**src/rtl/tagq_pkg.sv**
```systemverilog
package tagq_pkg;
  localparam int TQ_WORD_W = 16;
  localparam int TQ_DEPTH  = 3;

  typedef struct packed {
    logic hi;
    logic lo;
  } lane_tag_t;

  localparam lane_tag_t TAG_NONE = '{hi: 1'b0, lo: 1'b0};
endpackage

```
**src/rtl/tagq_sampler.sv**
```systemverilog
module tagq_sampler
  import tagq_pkg::*;
(
  input  logic      clk,
  input  logic      rst_n,
  input  logic      bus_clk,
  input  logic      tag_hi_n,
  input  logic      tag_lo_n,
  input  logic      lstrb_mode,
  input  logic      clear,
  input  logic      consume,
  output lane_tag_t pend
);
  logic      bclk_q;
  logic      bus_fall;
  lane_tag_t pend_q, pend_d;

  assign bus_fall = bclk_q & ~bus_clk;

  always_comb begin
    pend_d = pend_q;
    if (clear) begin
      pend_d = TAG_NONE;
    end else if (bus_fall) begin
      pend_d.hi = ~tag_hi_n;
      pend_d.lo = ~tag_lo_n & lstrb_mode;
    end else if (consume) begin
      pend_d = TAG_NONE;
    end
  end

  always_ff @(posedge clk or negedge rst_n) begin
    if (!rst_n) begin
      bclk_q <= 1'b0;
      pend_q <= TAG_NONE;
    end else begin
      bclk_q <= bus_clk;
      pend_q <= pend_d;
    end
  end

  assign pend = pend_q;
endmodule

```
**src/rtl/tagq_fifo.sv**
```systemverilog
module tagq_fifo
  import tagq_pkg::*;
#(
  parameter int DEPTH  = TQ_DEPTH,
  parameter int WORD_W = TQ_WORD_W
) (
  input  logic              clk,
  input  logic              rst_n,
  input  logic              push,
  input  logic              pop,
  input  logic              flush,
  input  logic [WORD_W-1:0] din_word,
  input  lane_tag_t         din_tag,
  output logic              push_ok,
  output logic              head_valid,
  output logic [WORD_W-1:0] head_word,
  output lane_tag_t         head_tag
);
  localparam int CW = $clog2(DEPTH + 1);
  localparam logic [CW-1:0] FULL_CNT = CW'(DEPTH);

  logic [WORD_W-1:0] word_q [DEPTH];
  logic [WORD_W-1:0] word_d [DEPTH];
  lane_tag_t         tag_q  [DEPTH];
  lane_tag_t         tag_d  [DEPTH];
  logic [CW-1:0]     cnt_q, cnt_d;
  logic [CW-1:0]     wr_idx;
  logic              do_pop;
  logic              full;

  assign full       = (cnt_q == FULL_CNT);
  assign head_valid = (cnt_q != '0);
  assign do_pop     = pop & head_valid & ~flush;
  assign push_ok    = push & ~flush & (~full | do_pop);
  assign wr_idx     = cnt_q - {{(CW-1){1'b0}}, do_pop};

  always_comb begin
    cnt_d = cnt_q;
    if (flush) begin
      cnt_d = '0;
    end else begin
      case ({push_ok, do_pop})
        2'b10:   cnt_d = cnt_q + 1'b1;
        2'b01:   cnt_d = cnt_q - 1'b1;
        default: cnt_d = cnt_q;
      endcase
    end
  end

  for (genvar i = 0; i < DEPTH; i++) begin : g_ent
    localparam logic [CW-1:0] IDX = CW'(i);
    always_comb begin
      word_d[i] = word_q[i];
      tag_d[i]  = tag_q[i];
      if (flush) begin
        tag_d[i] = TAG_NONE;
      end else if (push_ok && wr_idx == IDX) begin
        word_d[i] = din_word;
        tag_d[i]  = din_tag;
      end else if (do_pop) begin
        if (i < DEPTH - 1) begin
          word_d[i] = word_q[(i < DEPTH - 1) ? i + 1 : i];
          tag_d[i]  = tag_q[(i < DEPTH - 1) ? i + 1 : i];
        end else begin
          tag_d[i] = TAG_NONE;
        end
      end
    end

    always_ff @(posedge clk or negedge rst_n) begin
      if (!rst_n) begin
        word_q[i] <= '0;
        tag_q[i]  <= TAG_NONE;
      end else begin
        word_q[i] <= word_d[i];
        tag_q[i]  <= tag_d[i];
      end
    end
  end

  always_ff @(posedge clk or negedge rst_n) begin
    if (!rst_n) cnt_q <= '0;
    else        cnt_q <= cnt_d;
  end

  assign head_word = word_q[0];
  assign head_tag  = head_valid ? tag_q[0] : TAG_NONE;
endmodule

```
**src/rtl/tagq_ctrl.sv**
```systemverilog
module tagq_ctrl
  import tagq_pkg::*;
(
  input  logic      clk,
  input  logic      rst_n,
  input  logic      arm_pulse,
  input  logic      dbg_active,
  input  logic      head_valid,
  input  lane_tag_t head_tag,
  input  logic      issue_ready,
  output logic      armed,
  output logic      issue,
  output logic      dbg_req
);
  logic armed_q, armed_d;
  logic head_tagged;

  always_comb begin
    armed_d = armed_q;
    if (dbg_active)     armed_d = 1'b0;
    else if (arm_pulse) armed_d = 1'b1;
  end

  always_ff @(posedge clk or negedge rst_n) begin
    if (!rst_n) armed_q <= 1'b0;
    else        armed_q <= armed_d;
  end

  assign head_tagged = head_tag.hi | head_tag.lo;
  assign dbg_req = issue_ready & head_valid & head_tagged & armed_q & ~dbg_active;
  assign issue   = issue_ready & head_valid & ~dbg_req;
  assign armed   = armed_q;
endmodule

```
**src/rtl/tag_queue_tracker.sv**
```systemverilog
module tag_queue_tracker
  import tagq_pkg::*;
#(
  parameter int DEPTH  = TQ_DEPTH,
  parameter int WORD_W = TQ_WORD_W
) (
  input  logic              clk,
  input  logic              rst_n,
  input  logic              bus_clk,
  input  logic              tag_hi_n,
  input  logic              tag_lo_n,
  input  logic              lstrb_mode,
  input  logic              arm_pulse,
  input  logic              dbg_active,
  input  logic              flush,
  input  logic              fetch_valid,
  input  logic [WORD_W-1:0] fetch_word,
  input  logic              issue_ready,
  output logic              head_valid,
  output logic [WORD_W-1:0] head_word,
  output logic [1:0]        head_tag,
  output logic              issue,
  output logic              dbg_req,
  output logic              cmd_block
);
  lane_tag_t pend_tag;
  lane_tag_t hd_tag;
  logic      armed;
  logic      push_ok;
  logic      samp_clear;

  assign samp_clear = flush | dbg_active | ~armed;

  tagq_sampler u_samp (
    .clk        (clk),
    .rst_n      (rst_n),
    .bus_clk    (bus_clk),
    .tag_hi_n   (tag_hi_n),
    .tag_lo_n   (tag_lo_n),
    .lstrb_mode (lstrb_mode),
    .clear      (samp_clear),
    .consume    (push_ok),
    .pend       (pend_tag)
  );

  tagq_fifo #(.DEPTH(DEPTH), .WORD_W(WORD_W)) u_fifo (
    .clk        (clk),
    .rst_n      (rst_n),
    .push       (fetch_valid),
    .pop        (issue),
    .flush      (flush),
    .din_word   (fetch_word),
    .din_tag    (pend_tag),
    .push_ok    (push_ok),
    .head_valid (head_valid),
    .head_word  (head_word),
    .head_tag   (hd_tag)
  );

  tagq_ctrl u_ctrl (
    .clk         (clk),
    .rst_n       (rst_n),
    .arm_pulse   (arm_pulse),
    .dbg_active  (dbg_active),
    .head_valid  (head_valid),
    .head_tag    (hd_tag),
    .issue_ready (issue_ready),
    .armed       (armed),
    .issue       (issue),
    .dbg_req     (dbg_req)
  );

  assign head_tag  = {hd_tag.hi, hd_tag.lo};
  assign cmd_block = armed;
endmodule

```
**config.mk**
```make
export PLATFORM = sky130hd
export DESIGN_NAME = tag_queue_tracker
export DESIGN_NICKNAME = d
export VERILOG_FILES = /design/src/rtl/tagq_pkg.sv /design/src/rtl/tagq_sampler.sv /design/src/rtl/tagq_fifo.sv /design/src/rtl/tagq_ctrl.sv /design/src/rtl/tag_queue_tracker.sv
export SDC_FILE = /design/constraint.sdc
export NUM_CORES = 1
export LEC_CHECK = 0
export ABC_AREA = 0
export BUFFER_PORTS_ARGS = -buffer_cell sky130_fd_sc_hd__buf_2
export CAP_MARGIN = 5
export CORE_ASPECT_RATIO = 1.5
export CORE_UTILIZATION = 55
export CTS_BUF_LIST = sky130_fd_sc_hd__clkbuf_4
export DETAILED_ROUTE_END_ITERATION = 16
export PLACE_DENSITY_LB_ADDON = 0.1
export RECOVER_POWER = 50
export SLEW_MARGIN = 20
export SYNTH_ARGS = -nofsm -noshare
export SYNTH_HDL_FRONTEND = slang
export SYNTH_SLANG_ARGS = --single-unit
```
**constraint.sdc**
```tcl
create_clock -name clk -period 3.19 [get_ports clk]
set_clock_uncertainty 0.05 [all_clocks]
set_input_delay 0.4785 -clock clk [delete_from_list [all_inputs] [get_ports clk]]
set_output_delay 0.4785 -clock clk [all_outputs]
set_load 0.05 [all_outputs]
```
; ---- After elaboration in Yosys (flattened, before gate mapping)
; Index checks and enable logic that the tools add are counted.
[classes]
add_sub_neg = 3
mul = 0
n_div = 0
n_lt_le_gt_ge = 0
n_eq_ne = 5
shift = 0
muxes = 21
n_bitwise = 23
reduce_logical = 16
[ops]
columns = operator, n
row1 = 2-to-1 mux 16 bit, 4
row2 = 2-to-1 mux 2 bit, 14
row3 = nonzero test 3 bit, 5
row4 = AND 1 bit, 11
row5 = NOT 1 bit, 8
row6 = nonzero test 2 bit, 4
row7 = "equality test 2 bit, second input constant", 3
row8 = AND reduction 2 bit, 3
row9 = "equality test 2 x 1 -> 1 bit, second input constant", 2
row10 = bitwise OR 1 bit, 4
row11 = case mux 2 bit (2 select lines), 1
row12 = logical AND 1 bit, 3
row13 = "adder 2 x 1 -> 2 bit, second input constant", 1
row14 = logical NOT 2 bit, 1
row15 = 2-to-1 mux 1 bit, 2
row16 = subtractor 2 x 1 -> 2 bit, 1
row17 = "subtractor 2 x 1 -> 2 bit, second input constant", 1
[totals]
ff_bits = 60
latch_bits = 0
mem_bits_rw = 0
mem_bits_ro = 0
input_bits = 27
output_inout_bits = 22
wordCells = 82
mem_count = 0

; ---- Longest topological paths before layout
; Gate-level depths: netlist of the first run.
[depth]
ltp_word = 15
depth_mapped = 11
depth_no_buf = 8

; ---- Modules after synthesis
; Synthesis of the first run repeated with hierarchy kept, for this count alone.
[hier_totals]
cells_unflattened = 229
hier_area_um2 = 3072.9
[by_module_without_submodules]
columns = mod, n_inst, cells_per_inst, area_per_inst_um2, seq_area_each_um2
row1 = tagq_fifo, 1, 209, 2879.0, 1401.3
row2 = tagq_sampler, 1, 11, 125.1, 75.1
row3 = tagq_ctrl, 1, 8, 60.1, 25.0
row4 = tag_queue_tracker, 1, 1, 8.8, 0.0

; ---- Worst setup path before layout of the first run
; Ideal clock, no wire load.
[synth_path]
kind = register to register
from = register u_ctrl.armed_q, in the netlist u_ctrl.armed
to = register u_fifo.word_q[20] (netlist bit)
setup_time_ns = 0.111
arrival_time_ns = 2.718
t_required_ns = 3.029
path_slack_ns = 0.311
stages_incl_launch_ff = 12
path_buffers = 3
synth_period_minus_slack_ns = 2.879
cell_sequence = dfrtp_1 -> nor2b_1 -> buf_2 -> a211o_1 -> buf_6 -> clkinv_8 -> ha_1 -> or3b_1 -> nor2_1 -> nor2_4 -> buf_2 -> a222oi_1
[synth_between]
elab_chain_cells = 11
word_cells_on_any_way = 14
classes_between = add/sub: 1 / eq/ne: 1 / mux: 1 / bitwise: 8 / reduce/logical: 3
[synth_rtl]
columns = element, line
row1 = start: declaration, tagq_ctrl.sv:15  ; logic armed_q, armed_d;
row2 = start signal: assignment, tagq_ctrl.sv:26  ; else armed_q <= armed_d;
row3 = AND 1 bit (*) (2 in series), tagq_ctrl.sv:30  ; assign dbg_req = issue_ready & head_valid & head_tagged & armed_q & ~dbg_active;
row4 = NOT 1 bit (*), tagq_ctrl.sv:31  ; assign issue = issue_ready & head_valid & ~dbg_req;
row5 = AND 1 bit (*), tagq_ctrl.sv:31
row6 = AND 1 bit (*) (2 in series), tagq_fifo.sv:33  ; assign do_pop = pop & head_valid & ~flush;
row7 = subtractor 2 x 1 -> 2 bit or bitwise OR 1 bit (tied branches), "tagq_fifo.sv:35, tagq_fifo.sv:34"
row8 = equality test 2 x 1 -> 1 bit or AND 1 bit (tied branches), "tagq_fifo.sv:57, tagq_fifo.sv:34"
row9 = logical AND 1 bit, tagq_fifo.sv:57  ; end else if (push_ok && wr_idx == IDX) begin
row10 = nonzero test 2 bit (no line), -
row11 = AND reduction 2 bit (no line), -
row12 = end signal: indexed assignment, tagq_fifo.sv:75  ; word_q[i] <= word_d[i];
row13 = end: declaration, tagq_fifo.sv:22  ; logic [WORD_W-1:0] word_q [DEPTH];
; Every way passes the cells marked *; elsewhere a longest branch is shown, timed or not.
; A chain may end at the register's enable or synchronous reset.

; ---- Worst setup path in the final report of the first run
[layout_path]
from = register u_fifo.tag_q[5] (netlist bit)
to = register u_fifo.word_q[15] (netlist bit)
[layout_between]
elab_chain_cells = 13
word_cells_on_any_way = 15
classes_between = add/sub: 1 / eq/ne: 1 / mux: 1 / bitwise: 10 / reduce/logical: 2
[layout_rtl]
columns = element, line
row1 = start: declaration, tagq_fifo.sv:24  ; lane_tag_t tag_q [DEPTH];
row2 = start signal: indexed assignment, tagq_fifo.sv:76  ; tag_q[i] <= tag_d[i];
row3 = 2-to-1 mux 2 bit (*), tagq_fifo.sv:87  ; assign head_tag = head_valid ? tag_q[0] : TAG_NONE;
row4 = bitwise OR 1 bit (*), tagq_ctrl.sv:29  ; assign head_tagged = head_tag.hi | head_tag.lo;
row5 = AND 1 bit (*) (3 in series), tagq_ctrl.sv:30
row6 = NOT 1 bit (*), tagq_ctrl.sv:31
row7 = AND 1 bit (*), tagq_ctrl.sv:31
row8 = AND 1 bit (*) (2 in series), tagq_fifo.sv:33
row9 = subtractor 2 x 1 -> 2 bit or bitwise OR 1 bit (tied branches), "tagq_fifo.sv:35, tagq_fifo.sv:34"
row10 = equality test 2 bit or AND 1 bit (tied branches), "tagq_fifo.sv:57, tagq_fifo.sv:34"
row11 = logical AND 1 bit (*), tagq_fifo.sv:57
row12 = AND reduction 2 bit (no line) (*), -
; Marks and branches as above.

==> impl_metrics.csv, run 1 <==
group,metric,value,unit
outcome,status,"finished with violations",
outcome,violations,"capacitance limit, slew limit",
clocking,clk_latency,0.40,ns
global_route,antenna_found_initial,0,
final_layout,num_antenna_cells,0,
power_and_ir_drop,p_leak,1.73,nW
routing,first_pass_iters,6,
synth,yosys.area.top_type,"dfrtp_1",
synth,yosysWarnings,0,
global_route,use_met3,5.22,%
synth,syn_nets,310,
worst_setup_path,worst_ep_required_time,3.45,ns
final_layout,utilization,62.7,%
sta,period_share,90.7,%
clocking,cts_resized,0,
final_layout,layoutNonFillerInstCount,395,
clocking,htree_levels,3,
final_layout,syn_to_final_growth,10.8,%
worst_setup_path,critPathKind,"register to register",
synth,synth_edf_count,0,
worst_setup_path,arrival,3.16,ns
synth,synthTopCellsByCount,"dfrtp_1, inv_1, mux2i_1",
final_layout,layout.nets,348,
floorplanning,initial_core_util,56.6,%
floorplanning,dieArea,5910,um2
worst_setup_path,cp_max_fo,7,
clocking,numCtsBuffers,9,
global_route,gr-total-overflow,0,
clocking,clk_pin_slew_worst_paths,0.09,ns
worst_setup_path,slowest_stage,"a211o_1",
sta,finalHoldViolCount,0,
floorplanning,ios,49,
clocking,cts_hold_buf,0,
global_route,use_met2,40.8,%
final_layout,drive_gt1_share,27.4,%
worst_setup_path,cpPeakStageDelay,0.42,ns
power_and_ir_drop,power.density,704,nW/um2
synth,synth_ff_type,"dfrtp_1",
synth,synthCells,282,
sta,fin_crit,2.89,ns
worst_setup_path,cp-end-kind,"register",
global_route,grt_pass1_vias,2256,
floorplanning,fp.coreArea,5450,um2
global_route,grt_max_degree,41,
worst_hold_path,holdCritPathClass,"input port to register",
synth,synth.most_common_cell,"dfrtp_1",
floorplanning,fp.dieH,93.7,um
worst_setup_path,startpoint_type,"register",
synth,synth-seq-cells,60,
job,drv_cap,1,
routing,viasPerCell,5.74,
sta,slew_violations,41,
routing,vias,2269,
routing,wirelength,6490,um
synth,ys_seq_area_share,48.7,%
synth,synth_top_area_share,48.7,%
routing,drcViolationCount,0,
synth,synthTopCellsByArea,"dfrtp_1, inv_1, mux2i_1",
sta,fmax,346,MHz
sta,setup_tns,0,ns
place,port_buffers,48,
routing,drt_iter0_markers,220,
synth,synth_cell_type_count,47,
place,hpwl,4340,um
synth,avgSynthCellArea,10.9,um2
sta,setup_viol,0,
clocking,cts_sinks,60,
global_route,grt-busiest-layer,"met2",
clocking,cts_tree,"built",
worst_setup_path,reg2reg_slack,0.30,ns
floorplanning,die_x,63.1,um
final_layout,fillers,483,
routing,final_antenna_net_count,0,
synth,async_reset_ff_share,100,%
global_route,gr-usage-all-layers,24.3,%
worst_setup_path,critical_path.cell_chain,"or2_0 > a211o_1 > clkinv_8 > ha_1 > mux2_2 > o21ai_2 > buf_4 > mux2i_1",
place,place.gp.congestion,0.824,
sta,rsz0062_at_grt,"false",
sta,tightest_slew,2.12,ns
sta,hold_slack,0.150,ns
place,dp_cells,379,
clocking,cts_root_buffer,"clkbuf_4",
clocking,cts_setup_buffers,0,
global_route,grt_use_met1,29.3,%
synth,synthesis.area,3080,um2
power_and_ir_drop,irDropWorstVdd,0.000344,V
clocking,cts_buffer_depth,2,
floorplanning,rows,33,
global_route,grt_first_pass_wirelength,10800,um
sta,max_slew_margin,-41.5,%
routing,detail_route.wl_per_cell,16.4,um
[critical path, delay by kind of cell, from the launching register on]
kind / cells / cell delay [ns]
multiplexers: 2 / 0.59
adder cells (fa/ha/maj): 1 / 0.27
AND/OR/NAND/NOR: 1 / 0.33
flip-flops: 1 / 0.41
AO/OA/AOI/OAI: 2 / 0.82
buffers and inverters: 2 / 0.36
[flip-flops by register name, indices dropped and copies added (netlist names)]
name and cells:
u_fifo.tag_q 6, u_samp.pend 2, u_samp.bclk_q 1, u_fifo.word_q 32, u_fifo.cnt_q 2, u_ctrl.armed 1, u_fifo.head_word 16
[report_power, final]
group / switching (mW) / total, mW / internal, mW
clock network: 0.269 / 0.601 / 0.332
registers: 0.0927 / 1.07 / 0.978
logic: 0.473 / 0.732 / 0.259
[metal layers]
metal	vias to the layer above	wire [um]
met3	8	263
met5	-	0
met2	78	3290
met4	0	102
met1	1110	2830
li1	1073	-
[metrics by stage]
step / power (mW) / area, um2 / setup WS, ns
floorplan: 1.72 / 3080 / 0.311
global placement: 1.80 / 3280 / 0.409
detailed placement: 1.82 / 3280 / 0.333
CTS: 2.43 / 3440 / 0.318
global route: 2.54 / 3420 / 0.149
finish: 2.40 / 3420 / 0.296
[placed cells by master (no fill, tap or decap), types with 5 or more instances in the layout]
master    netlist  final
a211oi_1        9      9
a222oi_1       16     16
buf_2           8     39
buf_4          17      8
clkbuf_1        2     11
clkbuf_4        0     11
dfrtp_1        60     60
inv_1          52     52
mux2i_1        18     18
nand2_1         5      5
nand3b_1       17     17
nor2_1          8      8
o21ai_0         5      5
o221a_2        15     15
[path summary, 6_finish.rpt]
path,startpoint,end,depth (start not counted)
worst max-delay path,u_fifo.tag_q[5],u_fifo.word_q[15],8
worst min-delay path,bus_clk,u_samp.bclk_q,1
worst max register to register,u_fifo.tag_q[5],u_fifo.word_q[15],8
worst min register to register,u_fifo.word_q[1],u_fifo.word_q[1],2
max in group asynchronous,rst_n,u_fifo.tag_q[1],2
min in group asynchronous,rst_n,u_fifo.head_word[4],1
[layout make-up]
cell class | instances | area [um2] | share of cell area (%)
well taps | 70 | 87.6 | 2.56
repair buffers | 58 | 297 | 8.68
multi-input cells | 138 | 1160 | 34.0
clock inverters | 5 | 76.3 | 2.23
flip-flops and latches | 60 | 1500 | 43.9
clock buffers | 11 | 82.6 | 2.42
inverters | 53 | 211 | 6.19
[cells by family after synthesis]
group,Yosys count,share of synthesized area [%]
adder cells (fa/ha/maj),1,0.406
AO/OA/AOI/OAI,66,19.6
AND/OR/NAND/NOR,49,10.3
buffers and inverters,84,13.8
XOR/XNOR,1,0.284
multiplexers,21,6.94
flip-flops,60,48.7
Note: power is estimated with default switching activity, not from simulation.
==> run 2, diff against run 1 <==
--- a/config.mk
+++ b/config.mk
@@ -9,11 +9,12 @@
 export BUFFER_PORTS_ARGS = -buffer_cell sky130_fd_sc_hd__buf_2
 export CAP_MARGIN = 5
 export CORE_ASPECT_RATIO = 1.5
-export CORE_UTILIZATION = 55
+export CORE_UTILIZATION = 59
 export CTS_BUF_LIST = sky130_fd_sc_hd__clkbuf_4
 export DETAILED_ROUTE_END_ITERATION = 16
 export PLACE_DENSITY_LB_ADDON = 0.1
 export RECOVER_POWER = 50
+export SKIP_CTS_REPAIR_TIMING = 1
 export SLEW_MARGIN = 20
 export SYNTH_ARGS = -nofsm -noshare
 export SYNTH_HDL_FRONTEND = slang
==> run 2 against run 1 <==
  * Final cell count decreased by 1.8%
  * Critical path depth unchanged
  * Sequential power about the same
  * Wire length decreased by 1.9%
  * Clock power decreased by 14%
  * Register-to-register slack about the same
  * Count of clock-buffer cells in the layout decreased by 1
  * Utilization increased by 5.6 points
  * Critical endpoint is now u_fifo.word_q[25]
  * Die area decreased by 6.6%
  * Highest routed layer unchanged
  * Cell area decreased by 1.5%
  * The flow still finishes with violations (capacitance limit, slew limit)
==> impl_metrics.csv, run 2 (synthesis results as in run 1) <==
group,metric,value,unit
sta,tightest_slew,2.22,ns
routing,viasPerCell,5.88,
floorplanning,die_x,61.0,um
sta,finalHoldViolCount,0,
worst_setup_path,critPathKind,"register to register",
power_and_ir_drop,power,2.32,mW
clocking,numCtsBuffers,9,
sta,fmax,345,MHz
floorplanning,ios,49,
routing,drcViolationCount,0,
power_and_ir_drop,irDropWorstVdd,0.000385,V
floorplanning,fp.dieH,90.5,um
worst_hold_path,worstHoldStart,"bus_clk",
worst_hold_path,holdCritPathClass,"input port to register",
final_layout,final_common_cell,"dfrtp_1",
final_layout,most-common-layout-cells,"dfrtp_1, inv_1, buf_2, mux2i_1, nand3b_1",
global_route,grt_first_pass_wirelength,10500,um
outcome,violations,"capacitance limit, slew limit",
global_route,gr-usage-all-layers,25.8,%
place,port_buffers,48,
routing,vias,2282,
worst_setup_path,arrival,3.11,ns
global_route,gr-total-overflow,0,
worst_setup_path,path_buf_inv,1,
sta,slew_violations,44,
outcome,status,"finished with violations",
power_and_ir_drop,power.density,688,nW/um2
place,hpwl,4280,um
final_layout,largest_reg_flops,32,
worst_setup_path,r2r_start,"u_fifo.tag_q[5]",
worst_setup_path,slowest_stage,"or3b_1",
floorplanning,dieArea,5520,um2
routing,wirelength,6370,um
worst_setup_path,crit_start,"u_fifo.tag_q[5]",
final_layout,syn_to_final_growth,9.17,%
worst_setup_path,path_delay_family,"simple AND/OR/NAND/NOR gates",
sta,setup_tns,0,ns
job,drv_cap,1,
routing,first_pass_iters,7,
clocking,htree_levels,3,
global_route,antenna_found_initial,0,
sta,rsz0062_at_grt,"false",
worst_setup_path,worst_ep_required_time,3.40,ns
clocking,clk_pin_slew_worst_paths,0.10,ns
final_layout,layout.nets,345,
worst_setup_path,critical_path.cell_chain,"or2_0 > a211o_1 > clkinv_8 > ha_1 > or3b_1 > nor2_1 > nor2_4 > a222oi_1",
worst_setup_path,cp-end-kind,"register",
clocking,cts_root_buffer,"clkbuf_4",
worst_setup_path,startpoint_type,"register",
clocking,cts_sinks,60,
place,place.gp.congestion,0.914,
final_layout,top_register,"u_fifo.word_q",
floorplanning,rows,31,
final_layout,drive_gt1_share,27.0,%
final_layout,num_antenna_cells,0,
power_and_ir_drop,p_leak,1.71,nW
worst_setup_path,cp_max_fo,16,
routing,drt_iter0_markers,182,
sta,setup_viol,0,
floorplanning,fp.coreArea,4930,um2
sta,period_share,90.9,%
sta,fin_crit,2.90,ns
clocking,cts_buffer_depth,2,
final_layout,fillers,421,
routing,final_antenna_net_count,0,
floorplanning,initial_core_util,62.6,%
worst_setup_path,cpPeakStageDelay,0.44,ns
global_route,grt_max_degree,44,
routing,detail_route.wl_per_cell,16.4,um
clocking,clk_latency,0.39,ns
global_route,grt_pass1_vias,2293,
sta,max_slew_margin,-47.8,%
clocking,cts_tree,"built",
==> run 2: cell count changes in the layout (fill, tap and decap cells not counted), sizes merged <==
cell and change:
bufinv -1, clkinv +2, clkbuf -2, buf -2
==> run 2: worst paths after layout <==
check | endpoint | slack (ns) | cells after the start
max | u_fifo.word_q[25] | 0.29 | 8
min | u_samp.bclk_q | 0.15 | 1
max reg2reg | u_fifo.word_q[25] | 0.29 | 8
min reg2reg | u_fifo.word_q[9] | 0.48 | 2
max in group asynchronous | u_fifo.word_q[5] | 0.98 | 2
min in group asynchronous | u_fifo.head_word[3] | 0.68 | 1
==> run 2: power breakdown <==
part	internal [mW]	leakage, nW	total (mW)	switching, mW
clock	0.240	0.0712	0.516	0.276
sequential	0.978	0.671	1.07	0.0953
combinational	0.257	0.971	0.728	0.471
==> run 2: layout make-up <==
type                       count  area [um2]  area share, %
multi-input combinational    138        1160           34.5
sequential                    60        1500           44.6
inverter                      53         211           6.28
timing repair buffer          55         279           8.29
clock buffer                  10        75.1           2.23
tap                           66        82.6           2.45
clock inverter                 6        55.1           1.64
==> run 2: per-stage QoR <==
stage / cell area [um2] / utilization [%] / setup WS, ns / instances / hold slack [ns]
after floorplan: 3080 / - / 0.311 / 282 / 0.133
after global placement: 3250 / 66.0 / 0.397 / 372 / 0.459
after detailed placement: 3250 / 66.0 / 0.368 / 372 / 0.468
after CTS: 3380 / 68.6 / 0.270 / 388 / 0.128
after global routing: 3370 / 68.3 / 0.167 / 388 / 0.130
final: 3370 / 68.3 / 0.289 / 388 / 0.152
==> run 2: per-layer routing <==
layer / vias to the layer above / wire length, um / GRT usage [%] / part of all wire [%]
met5: - / 0 / 0 / 0
met4: 0 / 166 / 12.3 / 2.6
met3: 16 / 279 / 5.30 / 4.4
met2: 77 / 3150 / 39.1 / 49
met1: 1124 / 2770 / 34.6 / 44
li1: 1065 / - / - / -
==> run 2: worst register-to-register path: cells and delay by family, from the launching register on <==
| kind | cells | cell delay [ns] |
|---|---|---|
| buf+inv | 1 | 0.09 |
| fa+ha+maj | 1 | 0.26 |
| simple gates | 4 | 1.10 |
| compound gates | 2 | 0.87 |
| flops | 1 | 0.42 |
==> run 3, diff against run 2 <==
--- a/config.mk
+++ b/config.mk
@@ -13,7 +13,7 @@
 export CTS_BUF_LIST = sky130_fd_sc_hd__clkbuf_4
 export DETAILED_ROUTE_END_ITERATION = 16
 export PLACE_DENSITY_LB_ADDON = 0.1
-export RECOVER_POWER = 50
+export RECOVER_POWER = 25
 export SKIP_CTS_REPAIR_TIMING = 1
 export SLEW_MARGIN = 20
 export SYNTH_ARGS = -nofsm -noshare
==> run 3 against run 2 <==
  * The flow still finishes with violations (capacitance limit, slew limit)
  * Final cell count stayed put
  * Via count hardly changed
  * Global-route usage stayed put
  * Count of clock-buffer cells in the layout stayed put
  * Die area stayed put
==> impl_metrics.csv, run 3 (synthesis results as in run 1) <==
group,metric,value,unit
global_route,grt_pass1_vias,2293,
worst_setup_path,worst_ep_required_time,3.40,ns
routing,drt_iter0_markers,181,
place,hpwl,4280,um
worst_setup_path,startpoint_type,"register",
worst_setup_path,r2r_start,"u_fifo.tag_q[5]",
sta,setup_tns,0,ns
worst_setup_path,critical_path.cell_chain,"or2_0 > a211o_1 > clkinv_8 > ha_1 > or3b_1 > nor2_1 > nor2_4 > a222oi_1",
floorplanning,rows,31,
routing,wirelength,6360,um
final_layout,fillers,421,
sta,finalHoldViolCount,0,
sta,setup_viol,0,
worst_hold_path,worstHoldStart,"bus_clk",
routing,viasPerCell,5.88,
sta,fmax,344,MHz
clocking,htree_levels,3,
outcome,violations,"capacitance limit, slew limit",
power_and_ir_drop,power.density,687,nW/um2
routing,vias,2281,
routing,drcViolationCount,0,
power_and_ir_drop,irDropWorstVdd,0.000383,V
routing,first_pass_iters,9,
clocking,cts_tree,"built",
floorplanning,ios,49,
worst_setup_path,cp_max_fo,16,
sta,hold_slack,0.156,ns
floorplanning,initial_core_util,62.6,%
sta,fin_ws,0.284,ns
worst_setup_path,r2r_cells,8,
sta,period_share,91.1,%
sta,rsz0062_at_grt,"false",
final_layout,num_antenna_cells,0,
floorplanning,die_x,61.0,um
clocking,cts_root_buffer,"clkbuf_4",
final_layout,utilization,68.6,%
place,place_area,3250,um2
sta,slew_violations,44,
place,place.gp.congestion,0.914,
floorplanning,dieArea,5520,um2
final_layout,syn_to_final_growth,9.58,%
global_route,antenna_found_initial,0,
clocking,clk_pin_slew_worst_paths,0.10,ns
worst_hold_path,hold_end,"u_samp.bclk_q",
sta,tightest_slew,2.23,ns
worst_setup_path,slowest_stage,"or3b_1",
final_layout,layout.nets,345,
worst_hold_path,holdCritPathClass,"input port to register",
clocking,clk_latency,0.38,ns
floorplanning,fp.coreArea,4930,um2
outcome,status,"finished with violations",
place,port_buffers,48,
power_and_ir_drop,power,2.32,mW
global_route,grt_max_degree,44,
sta,fin_crit,2.91,ns
final_layout,largest_reg_flops,32,
worst_setup_path,cpPeakStageDelay,0.44,ns
clocking,cts_sinks,60,
place,dp_slack,0.368,ns
floorplanning,fp.dieH,90.5,um
final_layout,most-common-layout-cells,"dfrtp_1, inv_1, buf_2, mux2i_1, nand3b_1",
final_layout,final_area,3380,um2
final_layout,layoutNonFillerInstCount,388,
job,drv_cap,1,
worst_hold_path,min_path_cells,1,
final_layout,final_common_cell,"dfrtp_1",
worst_setup_path,cp-end-kind,"register",
clocking,numCtsBuffers,9,
worst_setup_path,worstReg2RegEnd,"u_fifo.word_q[25]",
worst_setup_path,critPathKind,"register to register",
sta,max_slew_margin,-48.7,%
global_route,gr-usage-all-layers,25.8,%
routing,detail_route.wl_per_cell,16.4,um
clocking,cts_buffer_depth,2,
routing,final_antenna_net_count,0,
final_layout,drive_gt1_share,29.5,%
place,dp_cells,372,
final_layout,top_register,"u_fifo.word_q",
power_and_ir_drop,p_leak,1.73,nW
global_route,gr-total-overflow,0,
worst_setup_path,arrival,3.11,ns
global_route,grt_first_pass_wirelength,10500,um
worst_setup_path,reg2reg_slack,0.28,ns
-- run 3: worst max-delay path by stage --
| stage | start | endpoint | slack (ns) | depth (start not counted) |
|---|---|---|---|---|
| final | u_fifo.tag_q[5] | u_fifo.word_q[25] | 0.28 | 8 |
| after global routing | u_fifo.tag_q[5] | u_fifo.word_q[25] | 0.17 | 8 |
| after CTS | u_fifo.tag_q[5] | u_fifo.word_q[25] | 0.27 | 8 |
| after detailed placement | u_fifo.tag_q[5] | u_fifo.word_q[25] | 0.37 | 8 |
| after global placement | u_fifo.tag_q[5] | u_fifo.word_q[0] | 0.40 | 8 |
| after floorplan | u_ctrl.armed | u_fifo.word_q[20] | 0.31 | 11 |
-- run 3: critical path: cells and delay by family, from the launching register on --
family	cells	cell delay, ns
AND/OR/NAND/NOR	4	1.10
AO/OA/AOI/OAI	2	0.87
flip-flops	1	0.42
adder cells (fa/ha/maj)	1	0.26
buffers and inverters	1	0.09
-- run 3: layer usage --
metal  up-vias  wire, um  track usage (%)
li1       1066         -                -
met2        73      3170             39.1
met4         0       149             12.3
met1      1128      2790             34.6
met5         -         0                0
met3        14       252             5.30
-- run 3: layout make-up --
cell class / instances / area (um2) / area share [%]
Tap cell: 66 / 82.6 / 2.44
Multi-Input combinational cell: 138 / 1160 / 34.4
Inverter: 53 / 211 / 6.26
Clock inverter: 6 / 55.1 / 1.63
Timing Repair Buffer: 55 / 292 / 8.63
Clock buffer: 10 / 75.1 / 2.22
Sequential cell: 60 / 1500 / 44.4
-- run 3: where the power goes --
group          switching (mW)  internal [mW]  total, mW
registers              0.0949          0.978       1.07
logic                   0.470          0.265      0.735
clock network           0.274          0.240      0.514
total                   0.838           1.48       2.32
